===== config.mk =====
export PLATFORM = sky130hd
export DESIGN_NAME = ccd_phase_seq
export DESIGN_NICKNAME = d
export VERILOG_FILES = /design/src/rtl/ccd_seq_pkg.sv /design/src/rtl/ccd_phase_ring.sv /design/src/rtl/ccd_step_counter.sv /design/src/rtl/ccd_phase_seq.sv
export SDC_FILE = /design/constraint.sdc
export NUM_CORES = 1
export LEC_CHECK = 0
export BUFFER_PORTS_ARGS = -buffer_cell sky130_fd_sc_hd__buf_4
export CORE_UTILIZATION = 45
export DETAILED_ROUTE_END_ITERATION = 10
export GPL_TIMING_DRIVEN = 0
export PLACE_DENSITY_LB_ADDON = 0.3
export SLEW_MARGIN = 20
export SYNTH_ARGS = -nofsm -noshare
export SYNTH_HDL_FRONTEND = slang
export SYNTH_SLANG_ARGS = --single-unit
export TNS_END_PERCENT = 50

===== constraint.sdc =====
create_clock -name clk -period 3.55 [get_ports clk]
set_input_delay 0.1775 -clock clk [delete_from_list [all_inputs] [get_ports clk]]
set_output_delay 0.1775 -clock clk [all_outputs]
set_load 0.05 [all_outputs]

===== src/rtl/ccd_seq_pkg.sv =====
package ccd_seq_pkg;
  localparam int NUM_PH = 4;
  localparam int IDX_W  = 2;

  typedef enum logic [IDX_W-1:0] {
    PAIR_AB = 2'd0,
    PAIR_BC = 2'd1,
    PAIR_CD = 2'd2,
    PAIR_DA = 2'd3
  } pair_e;

  // Index of the pair that follows a given pair in the transfer rotation.
  function automatic pair_e next_pair(input pair_e p);
    return pair_e'(p + 2'd1);
  endfunction
endpackage


===== src/rtl/ccd_phase_ring.sv =====
module ccd_phase_ring
  import ccd_seq_pkg::*;
(
  input  logic              clk,
  input  logic              rst,
  input  logic              adv,
  output logic [NUM_PH-1:0] gate
);
  pair_e cur_pair;
  pair_e nxt_pair;

  assign nxt_pair = next_pair(cur_pair);

  always_ff @(posedge clk) begin
    if (rst)      cur_pair <= PAIR_AB;
    else if (adv) cur_pair <= nxt_pair;
  end

  // Each gate bit is its own register, loaded with the decoded next pair,
  // so rise and fall land on the same edge.
  for (genvar i = 0; i < NUM_PH; i++) begin : g_gate
    localparam logic [IDX_W-1:0] SELF  = IDX_W'(i);
    localparam logic [IDX_W-1:0] PREV  = IDX_W'((i + NUM_PH - 1) % NUM_PH);
    localparam logic             RST_V = (i < 2);
    always_ff @(posedge clk) begin
      if (rst)      gate[i] <= RST_V;
      else if (adv) gate[i] <= (nxt_pair == SELF) || (nxt_pair == PREV);
    end
  end


  two_high_chk: assert property (@(posedge clk) disable iff (rst)
    $countones(gate) == 2 &&
    (gate == 4'b0011 || gate == 4'b0110 || gate == 4'b1100 || gate == 4'b1001));


  rotate_chk: assert property (@(posedge clk) disable iff (rst)
    adv |=> gate == {$past(gate[NUM_PH-2:0]), $past(gate[NUM_PH-1])});


  hold_chk: assert property (@(posedge clk) disable iff (rst)
    !adv |=> $stable(gate));
endmodule


===== src/rtl/ccd_step_counter.sv =====
module ccd_step_counter #(
  parameter int CNT_W = 8
) (
  input  logic             clk,
  input  logic             rst,
  input  logic             start,
  input  logic [CNT_W-1:0] pixel_count,
  input  logic             step_en,
  output logic             adv,
  output logic             busy,
  output logic             done
);
  localparam int REM_W = CNT_W + 2;

  logic [REM_W-1:0] remaining;
  logic             accept;
  logic             last_step;

  assign accept    = start && !busy && (pixel_count != '0);
  assign adv       = busy && step_en;
  assign last_step = adv && (remaining == REM_W'(1));

  always_ff @(posedge clk) begin
    if (rst) begin
      remaining <= '0;
      busy      <= 1'b0;
      done      <= 1'b0;
    end else begin
      done <= last_step;
      if (accept) begin
        remaining <= {pixel_count, 2'b00};
        busy      <= 1'b1;
      end else if (adv) begin
        remaining <= remaining - REM_W'(1);
        if (last_step) busy <= 1'b0;
      end
    end
  end


  start_busy_chk: assert property (@(posedge clk) disable iff (rst)
    (start && !busy && pixel_count != '0) |=> busy);


  zero_ignored_chk: assert property (@(posedge clk) disable iff (rst)
    (start && !busy && pixel_count == '0) |=> !busy);


  done_idle_chk: assert property (@(posedge clk) disable iff (rst)
    done |-> !busy);


  done_pulse_chk: assert property (@(posedge clk) disable iff (rst)
    done |=> !done);
endmodule


===== src/rtl/ccd_phase_seq.sv =====
module ccd_phase_seq
  import ccd_seq_pkg::*;
#(
  parameter int CNT_W = 8
) (
  input  logic             clk,
  input  logic             rst,
  input  logic             start,
  input  logic [CNT_W-1:0] pixel_count,
  input  logic             step_en,
  output logic             phase_a,
  output logic             phase_b,
  output logic             phase_c,
  output logic             phase_d,
  output logic             busy,
  output logic             done
);
  logic              adv;
  logic [NUM_PH-1:0] gate;

  ccd_step_counter #(.CNT_W(CNT_W)) u_cnt (
    .clk         (clk),
    .rst         (rst),
    .start       (start),
    .pixel_count (pixel_count),
    .step_en     (step_en),
    .adv         (adv),
    .busy        (busy),
    .done        (done)
  );

  ccd_phase_ring u_ring (
    .clk  (clk),
    .rst  (rst),
    .adv  (adv),
    .gate (gate)
  );

  assign phase_a = gate[0];
  assign phase_b = gate[1];
  assign phase_c = gate[2];
  assign phase_d = gate[3];


  park_at_done_chk: assert property (@(posedge clk) disable iff (rst)
    done |-> (phase_a && phase_b && !phase_c && !phase_d));


  idle_hold_chk: assert property (@(posedge clk) disable iff (rst)
    (!busy && step_en) |=> $stable(gate));
endmodule


==> results of run 1 <==
## worst min path at each step
stage               start                  to  slack, ps
finish                rst  u_cnt.remaining[5]         90
global route          rst  u_cnt.remaining[5]         90
CTS                   rst  u_cnt.remaining[5]         90
detailed placement    rst  u_cnt.remaining[5]        410
global placement      rst  u_cnt.remaining[5]        410
floorplan             rst  u_cnt.remaining[5]        250
## layer usage
layer / wire length, um / part of all wire / global-route usage / vias to the layer above
li1: - / - / - / 395
met1: 874 / 0.48 / 0.288 / 362
met2: 849 / 0.46 / 0.291 / 24
met3: 83 / 0.045 / 0.0357 / 3
met4: 19 / 0.010 / 0.103 / 0
met5: 0 / 0 / 0 / -
## synth_stat cells, types with 2 or more instances
| master | instances | share of area |
|---|---|---|
| or4_1 | 2 | 0.018 |
| a211oi_1 | 2 | 0.018 |
| nand2_1 | 7 | 0.031 |
| dfxtp_1 | 18 | 0.43 |
| o21ai_0 | 2 | 0.012 |
| o311ai_0 | 2 | 0.021 |
| a21oi_1 | 8 | 0.047 |
| a31oi_1 | 2 | 0.015 |
| xnor2_1 | 4 | 0.041 |
| clkbuf_1 | 3 | 0.013 |
| nor2_1 | 12 | 0.053 |
| nand3_1 | 6 | 0.035 |
| ha_1 | 2 | 0.030 |
| or4_4 | 2 | 0.027 |
| nor2b_1 | 2 | 0.015 |
| nor3_1 | 3 | 0.018 |
| inv_1 | 2 | 0.0089 |
## power groups by stage
stage                     logic [uW]  clock network (uW)  registers (uW)
after floorplan                 53.7                   0             246
after global placement          93.9                   0             234
after detailed placement        95.7                   0             235
after CTS                       96.1                 100             231
after global routing             105                 112             233
final                           96.1                 101             231
## flip-flops by register name, indices dropped and copies added, names as in the netlist
signal and cells:
u_ring.gate 4, u_ring.cur_pair 2, u_cnt.remaining 10, u_cnt.busy 1, u_cnt.done 1
## layout make-up
class,instances,share of cell area
plain buffers,3,0.0109
inverters,2,0.00730
clock buffers,3,0.0219
flip-flops and latches,18,0.350
well taps,25,0.0304
repair buffers,17,0.124
multi-input cells,74,0.455
## cells by family after synthesis
group	after synthesis
compound gates	25
xor+xnor	5
fa+ha+maj	2
buf+inv	5
flops	18
simple gates	42
## through the flow
stage / instance area (sq um) / power, uW / hold WS, ps / setup slack (ps)
CTS: 1030 / 427 / 93.6 / 1810
global route: 1030 / 451 / 92.5 / 1750
finish: 1030 / 428 / 89.5 / 1810
detailed placement: 1010 / 331 / 406 / 1820
global placement: 1010 / 328 / 410 / 1850
floorplan: 847 / 299 / 247 / 1830
==> results.txt, run 1 <==
GPL Wtd Cong: 0.820
Worst-path clk slew: 100 ps
Mapped Area: 847 sq um
Critical R2R Capture: u_cnt.busy
Post-cts sizing count: 0
Max frequency: 0.573 GHz
Pwr Density: 416 nW/um^2
Register area share after synthesis: 0.425
FF+latch area: 360 sq um
Clock tree sinks: 18
Clk buf depth: 2
Slew Limit Headroom: 0.649
Residual DRC: 0
Total global-route track usage: 0.202
Endpoint type of the worst setup path: register
Remaining antenna violation count: 0
Lkg Pwr: 0.000389 uW
Synth warnings: 0
Setup violators final: 0
Final Core Density: 0.589
RR Startpoint: u_cnt.remaining[5]
Hold path cells: 2
Worst hold path type: in -> reg
Port Buffers: 17
Critical Path Sink: u_cnt.busy
Commonest non-fill, non-tap cell in the layout: dfxtp_1
Largest net degree at the start of global routing: 11
Die area: 2060 sq um
Reg2reg setup slack: 1810 ps
Syn Inst Count: 97
Multiplexer share of the synthesized area: 0
Initial antenna violation count: 0
Chip width: 45.4 um
CP peak stage delay: 570 ps
CP delay by family, top: simple AND/OR/NAND/NOR gates
Final cell count without fillers: 142
Sw Ratio: 0.306
Worst setup path startpoint: u_cnt.remaining[5]
Clock skew: 6.60 ps
RSZ-0062 raised after global routing: false
Crit path depth: 4
CTS Buf Count: 3
Die Span Y: 45.4 um
Critical-path top delay cell: or4_4
Fillers: 158
Number of synthesized register bits: 18
Final HPWL DP: 1340 um
H-Tree Depth: 1
Cell count after placement: 139
Area Growth Syn to Fin: 21.4%
Hold-fix buffers at CTS: 0
CP arrival: 1920 ps
Iter 0 DRT Violations: 23
Post-synth EDFFs: 0
First-pass GRT wire length: 2990 um
Area occupied by multi-input gates: 468 sq um
Share of power burned in registers: 0.539
Clock Latency Late Sink: 290 ps
Core Area: 1750 sq um
Synth Area in Simple Gates: 0.264
Post-DR wirelength/cell: 12.9 um
Crit-path max FO: 7
Drt total wl: 1830 um
Setup bufs post-CTS: 0
Netlist cell types: 35
IO Pins: 18
CTS tree: built
Crit Path Class: reg -> reg
Power Internal: 297 uW
# rows: 15
Final period util: 0.492
Clock Tree Root: clkbuf_4
Critical Path, Cell by Cell: or4_4 > or4_4 > nand2_2 > a21oi_2
Cells on worst reg2reg path: 4
Synth Flop Type: dfxtp_1
Comb pwr share: 0.224
Final Max Slew Viols: 0
Hold Vio Cnt, Final: 0
Peak supply drop: 0.000250 V
Vias in the first global route: 700
Ant diodes: 0
Share of cells above drive strength 1: 0.239
Minimum clock period after layout: 1740 ps
Initial core utilization: 0.485
Fraction of registers with async set or reset after synthesis: 0
# nets final: 133
Main combinational cell family by area after synthesis: simple AND/OR/NAND/NOR gates
Startpoint Class: register
Post-synthesis compound-gate area fraction: 0.207
Max-cap viol count: 0
Commonest non-fill, non-tap cells in the layout: dfxtp_1, buf_4, nor2_1
Detailed-route via count: 784
Drt pass-1 iters: 4
Xor/xnor share of the synthesized area: 0.0517
Most frequent CP cell: or4_4
Post-Synth Adder-Cell Area: 0.0295
GRT overflow: 0
Vias per cell: 5.52
Setup TNS: 0 ps
Worst EP required: 3720 ps
Syn nets: 111
Status: completed
Syn_area_per_cell: 8.73 sq um
Worst slew pin tran: 526 ps
Sw Pwr: 131 uW
Clock network power share: 0.237
Worst path buffer plus inverter count: 0
Note: power is estimated with default switching activity, not from simulation.
==> run 2: changes to the inputs <==
Settings changed: ABC_AREA from default to 1.
Clock period 3.55 ns to 1.7 ns, I/O delays scaled along.
==> run 2 against run 1 <==
- via count grew 27%
- critical path depth increased by 3
- cell area increased by 15%
- sequential share of layout area down 4.6 points
- register-to-register slack worse by 1500 ps
- setup slack worse by 1500 ps
- count of clock-buffer cells in the layout up 1
- worst hold slack worse by 25 ps
- highest routed layer unchanged
==> results.txt, run 2 <==
Status: completed
# nets final: 183 (+38%)
Chip width: 48.6 um (+7.1%)
Pwr Density: 844 nW/um^2 (+100%)
Final HPWL DP: 1710 um (+27%)
Power Internal: 674 uW (+130%)
Iter 0 DRT Violations: 33 (+43%)
CP peak stage delay: 360 ps (-210 ps)
Startpoint Class: register
Port Buffers: 17 (unchanged)
Synth area leaders: dfxtp_1, nand2_1, nand3_1
Clock network power share: 0.274 (+0.037)
Hold-fix buffers at CTS: 1 (+1)
Residual DRC: 0 (unchanged)
Synth Flop Type: dfxtp_1
Post-cts sizing count: 0 (unchanged)
Detailed-route via count: 994 (+27%)
Clk buf depth: 2 (unchanged)
RSZ-0062 raised after global routing: false
Setup TNS: 0 ps (unchanged)
Total global-route track usage: 0.206 (+0.00374)
Post-DR wirelength/cell: 11.9 um (-7.3%)
Syn Inst Count: 146 (+51%)
Share of cells above drive strength 1: 0.196 (-0.0429)
Vias per cell: 5.10 (-7.7%)
Crit Path Class: reg -> reg
Largest area contributor in the netlist: dfxtp_1
Register area share after synthesis: 0.369 (-0.0566)
Ant diodes: 0 (unchanged)
Cells on worst reg2reg path: 7 (+3)
Area Growth Syn to Fin: 21.3%
Critical Path, Cell by Cell: inv_1 > ha_1 > inv_1 > nor3b_4 > nand3_1 > nand3_1 > a21oi_2
H-Tree Depth: 1 (unchanged)
GPL Wtd Cong: 0.872 (+6.4%)
Final Max Slew Viols: 0 (unchanged)
CTS tree: built
Commonest non-fill, non-tap cell in the layout: nand2_1
Die area: 2360 sq um (+15%)
Syn nets: 160 (+44%)
Area occupied by multi-input gates: 529 sq um (+13%)
Largest registers: u_cnt.remaining: 10 flops, u_ring.gate: 4 flops, u_ring.cur_pair: 2 flops
Hold Vio Cnt, Final: 0 (unchanged)
Initial antenna violation count: 0 (unchanged)
Top-count cell post-synth: nand2_1
Share of the synthesized area in the top cell type: 0.369 (-0.0566)
Hold Startpoint: pixel_count[1]
Fraction of registers with async set or reset after synthesis: 0 (unchanged)
Setup violators final: 0 (unchanged)
Drt pass-1 iters: 4 (unchanged)
Core Area: 2000 sq um (+15%)
Slew Limit Headroom: 0.626 (-0.0229)
Reg2reg setup slack: 310 ps (-1490 ps)
Sw Ratio: 0.326 (+0.0191)
Share of power burned in registers: 0.472 (-0.067)
Commonest non-fill, non-tap cells in the layout: nand2_1, nor2_1, dfxtp_1
Drt total wl: 2330 um (+27%)
GRT overflow: 0 (unchanged)
Largest register FFs: 10 (unchanged)
Worst hold path type: in -> reg
Synth warnings: 0 (unchanged)
Dpl cell area: 1140 sq um (+13%)
Biggest register: u_cnt.remaining
# rows: 16 (+1)
IO Pins: 18 (unchanged)
FF+latch area: 360 sq um (unchanged)
CTS Buf Count: 3 (unchanged)
Worst EP required: 1880 ps (-1840 ps)
Worst slew pin tran: 561 ps (+34.3 ps)
Total power: 1000 uW (+130%)
Max frequency: 0.721 GHz (+26%)
Clock Tree Root: clkbuf_4
Peak supply drop: 0.000465 V (+86%)
Hold path cells: 3 (+1)
Fillers: 209 (+32%)
Critical R2R Capture: u_cnt.remaining[8]
CP delay by family, top: simple AND/OR/NAND/NOR gates
Worst-path clk slew: 110 ps (about the same)
Netlist cell types: 25 (-29%)
Post-synth EDFFs: 0 (unchanged)
RR Startpoint: u_cnt.remaining[0]
Vias in the first global route: 868 (+24%)
Number of synthesized register bits: 18 (unchanged)
Fin area: 1180 sq um (+15%)
Max-cap viol count: 0 (unchanged)
First-pass GRT wire length: 3680 um (+23%)
Synth cell count leaders: nand2_1, nor2_1, dfxtp_1, inv_1, nand3_1
Comb pwr share: 0.254 (+0.030)
Remaining antenna violation count: 0 (unchanged)
Syn_area_per_cell: 6.69 sq um (-23%)
Crit-path max FO: 4 (-3)
Clock tree sinks: 18 (unchanged)
Endpoint type of the worst setup path: register
Worst path buffer plus inverter count: 2 (+2)
Final period util: 0.816 (+0.324)
Initial core utilization: 0.488 (+0.00282)
Lkg Pwr: 0.000563 uW (+45%)
Die Span Y: 48.6 um (+7.1%)
Mapped Area: 977 sq um (+15%)
Hold endpoint: u_cnt.remaining[3]
Critical-path top delay cell: dfxtp_1
Setup bufs post-CTS: 0 (unchanged)
Minimum clock period after layout: 1390 ps (-358 ps)
Largest net degree at the start of global routing: 11 (unchanged)
CP arrival: 1570 ps (-350 ps)
Clock Latency Late Sink: 300 ps (about the same)
Sw Pwr: 325 uW (+150%)
Clock skew: 4.78 ps (-1.82 ps)
run 2: changes by cell type in the layout (fill, tap and decap cells not counted), moves of 3 or more:
cell      previous run  this run
o21ai_0              2         8
nor2_1              12        21
clkbuf_1             3         0
nand3_1              6        16
nor2_2               0         3
xnor2_1              4         0
inv_1                2        17
nand2_1              7        34
run 2: worst max path at each step:
stage / from / endpoint / cells past startpoint
2_1_floorplan: u_cnt.busy / u_cnt.remaining[8] / 5
3_3_place_gp: u_cnt.remaining[0] / u_cnt.remaining[8] / 7
3_5_place_dp: u_cnt.remaining[0] / u_cnt.remaining[6] / 10
4_1_cts: u_cnt.remaining[0] / u_cnt.remaining[6] / 10
5_1_grt: u_cnt.remaining[0] / u_cnt.remaining[6] / 10
6_report: u_cnt.remaining[0] / u_cnt.remaining[8] / 7
run 2: through the flow:
stage	std cells	hold slack, ps	worst slack [ps]	utilization
finish	195	64.2	313	0.592
global route	195	70.7	203	0.592
CTS	195	68.2	317	0.592
detailed placement	190	286	345	0.569
global placement	190	281	359	0.569
floorplan	146	154	214	-
run 2: metal layers:
layer / part of all wire / global-route usage / wire length, um / vias to the layer above
li1: - / - / - / 511
met1: 0.45 / 0.260 / 1050 / 445
met2: 0.46 / 0.326 / 1080 / 32
met3: 0.058 / 0.0377 / 134 / 6
met4: 0.027 / 0.123 / 62 / 0
met5: 0 / 0 / 0 / -
run 2: final cells by class:
cell class | instances | area share
multi-input cells | 107 | 0.447
flip-flops and latches | 18 | 0.304
repair buffers | 18 | 0.116
inverters | 18 | 0.0570
clock buffers | 4 | 0.0306
well taps | 27 | 0.0285
plain buffers | 3 | 0.0169
run 2: cell families (layout without fill, tap and decap cells):
kind of cell,Yosys count,in the layout,share of synthesized area
flip-flops,18,18,0.369
buffers and inverters,21,43,0.0896
XOR/XNOR,2,2,0.0179
adder cells (fa/ha/maj),2,2,0.0256
AO/OA/AOI/OAI,19,19,0.106
AND/OR/NAND/NOR,84,84,0.392
run 2: worst register-to-register path, stage by stage, from the launching register on:
cell and delay [ps]:
dfxtp_1 360, inv_1 90, ha_1 200, inv_1 100, nor3b_4 270, nand3_1 100, nand3_1 100, a21oi_2 50
run 2: power groups by stage:
stage	Combinational, uW	Sequential (uW)	Clock [uW]
after floorplan	158	498	0
after global placement	242	480	0
after detailed placement	248	481	0
after CTS	252	471	276
after global routing	284	475	303
final	254	472	274
==> run 3: changes to the inputs <==
Clock period 1.7 ns to 1.25 ns, I/O delays scaled along.
==> run 3 against run 2 <==
- the run now ends with negative setup slack left
- core utilization is 6.1 points higher
- largest cell class unchanged
- largest power group unchanged
- clock skew is 3.4 ps lower
- sequential power is 37% higher
- setup slack worse by 340 ps
- critical path depth stayed put
- routed wire length is 8.9% higher
- sequential share of layout area is 2.3 points lower
- cell count is 2.6% higher
- register-to-register slack worse by 340 ps
- critical path type unchanged
- count of clock-buffer cells in the layout stayed put
==> results.txt, run 3 (synthesis gave the netlist of run 2 again) <==
Largest registers: u_cnt.remaining: 10 flops, u_ring.gate: 4 flops, u_ring.cur_pair: 2 flops
Commonest non-fill, non-tap cells in the layout: nand2_1, buf_4, nor2_1
Final cell count without fillers: 200 (+2.6%)
Core Area: 2000 sq um (unchanged)
Clock tree sinks: 18 (unchanged)
RSZ-0062 raised after global routing: true
Clock Latency Late Sink: 300 ps (about the same)
Clock network power share: 0.261 (-0.013)
Largest net degree at the start of global routing: 11 (unchanged)
Ant diodes: 0 (unchanged)
Biggest register: u_cnt.remaining
First-pass GRT wire length: 4010 um (+9.0%)
Setup ws final: -31.5 ps (-344 ps)
Clock Tree Root: clkbuf_4
Hold path cells: 3 (unchanged)
Worst path buffer plus inverter count: 3 (+1)
Initial core utilization: 0.488 (unchanged)
Total global-route track usage: 0.221 (+0.0144)
Clk buf depth: 2 (unchanged)
CP peak stage delay: 350 ps (about the same)
Setup violators final: 2 (+2)
CTS Buf Count: 3 (unchanged)
Critical Path, Cell by Cell: inv_2 > ha_4 > inv_4 > nor3b_4 > buf_4 > nand2_1 > a31oi_1
GRT overflow: 0 (unchanged)
Hold Startpoint: pixel_count[1]
Vias in the first global route: 939 (+8.2%)
Drt total wl: 2530 um (+8.9%)
Commonest non-fill, non-tap cell in the layout: nand2_1
Worst slew pin tran: 546 ps (-14.1 ps)
Final period util: 1.03 (+0.209)
Slew Limit Headroom: 0.636 (+0.00943)
RR Startpoint: u_cnt.remaining[1]
Worst hold path type: in -> reg
Max-cap viol count: 0 (unchanged)
Pwr Density: 1100 nW/um^2 (+30%)
Violated checks: negative setup slack
Minimum clock period after layout: 1280 ps (-106 ps)
Share of power burned in registers: 0.453 (-0.019)
Dpl cell area: 1140 sq um (+0.33%)
Clock skew: 1.35 ps (-3.44 ps)
Crit Path Class: reg -> reg
Remaining antenna violation count: 0 (unchanged)
Reg2reg setup slack: -30 ps (-340 ps)
Initial antenna violation count: 0 (unchanged)
Endpoint type of the worst setup path: register
# rows: 16 (unchanged)
Status: finished with violations
Die Span Y: 48.6 um (unchanged)
H-Tree Depth: 1 (unchanged)
Iter 0 DRT Violations: 46 (+39%)
Final Max Slew Viols: 0 (unchanged)
Port Buffers: 17 (unchanged)
Fin area: 1310 sq um (+10%)
Residual DRC: 0 (unchanged)
CP arrival: 1520 ps (-50 ps)
Chip width: 48.6 um (unchanged)
Cell count after placement: 190 (unchanged)
Crit-path max FO: 4 (unchanged)
Peak supply drop: 0.000900 V (+94%)
Hold Vio Cnt, Final: 0 (unchanged)
Largest register FFs: 10 (unchanged)
Detailed-route via count: 1052 (+5.8%)
Hold endpoint: u_cnt.remaining[3]
Critical-path top delay cell: dfxtp_2
Drt pass-1 iters: 5 (+1)
IO Pins: 18 (unchanged)
Power Internal: 953 uW (+41%)
Post-DR wirelength/cell: 12.7 um (+6.2%)
Startpoint Class: register
CP delay by family, top: flip-flops
GPL Wtd Cong: 0.904 (+3.7%)
Final HPWL DP: 1670 um (-2.0%)
Cells on worst reg2reg path: 7 (unchanged)
Area Growth Syn to Fin: 33.7%
Sw Pwr: 478 uW (+47%)
# nets final: 188 (+2.7%)
Max frequency: 0.780 GHz (+8.3%)
CTS tree: built
Critical R2R Capture: u_cnt.remaining[4]
Share of cells above drive strength 1: 0.324 (+0.127)
Die area: 2360 sq um (unchanged)
Total power: 1430 uW (+43%)
Lkg Pwr: 0.000600 uW (+6.5%)
Comb pwr share: 0.286 (+0.032)
Sw Ratio: 0.334 (+0.00847)
Worst-path clk slew: 110 ps (about the same)
Vias per cell: 5.26 (+3.2%)
Worst EP required: 1490 ps (-390 ps)
==> run 3: cell count changes in the layout (fill, tap and decap cells not counted), moves of 3 or more <==
cell / change
dfxtp_1: -4
dfxtp_2: +3
nor2_1: -5
buf_4: +5
inv_1: -3
nor2_4: +4
==> run 3: worst max-delay path by stage <==
stage | startpoint | end | slack (ps) | cells after the start
floorplan | u_cnt.remaining[0] | u_cnt.remaining[6] | 20 | 10
global placement | u_cnt.remaining[0] | u_cnt.remaining[8] | -100 | 7
detailed placement | u_cnt.remaining[0] | u_cnt.remaining[8] | -140 | 7
CTS | u_cnt.remaining[1] | u_cnt.remaining[5] | 1 | 9
global route | u_cnt.remaining[0] | u_cnt.busy | -120 | 7
finish | u_cnt.remaining[1] | u_cnt.remaining[4] | -30 | 7
==> run 3: stage by stage <==
stage                     TNS, ps  worst slack [ps]  hold slack, ps   util
final                       -38.4             -31.5            48.3  0.653
after global routing         -539              -123            59.2  0.653
after CTS                       0              1.42            54.6  0.615
after detailed placement     -323              -141             256  0.571
after global placement       -214              -101             254  0.571
after floorplan                 0              23.2             132      -
==> run 3: area by class of cell <==
class / count / area [sq um]
inverters: 18 / 72.6
fillers: 176 / 696
multi-input cells: 107 / 598
clock buffers: 4 / 36.3
plain buffers: 3 / 22.5
flip-flops and latches: 18 / 368
repair buffers: 23 / 175
well taps: 27 / 33.8
==> run 3: routing by layer <==
layer	track usage	up-vias	share of wire	routed length, um
li1	-	527	-	-
met1	0.287	484	0.44	1110
met2	0.356	33	0.49	1250
met3	0.0377	8	0.049	123
met4	0.0980	0	0.021	53
met5	0	-	0	0
==> run 3: repair_timing <==
item                                    in CTS  in global routing
endpoints found under the setup margin       5                 10
hold buffers                                 1                  0
endpoints found under the hold margin        2                  0
buffers inserted                             3                  2
pin swaps                                    3                 11
gates resized for setup                      9                 19
==> run 3: power by group through the flow <==
stage | Sequential, uW | Combinational (uW) | Clock (uW)
detailed placement | 654 | 335 | 0
CTS | 640 | 359 | 372
global placement | 652 | 326 | 0
global route | 653 | 455 | 401
floorplan | 677 | 215 | 0
finish | 648 | 410 | 374
==> run 3: tightest hold or removal path: cells and delay by family <==
kind                   cells  cell delay (ps)
buffers and inverters      1               90
AO/OA/AOI/OAI              2              170
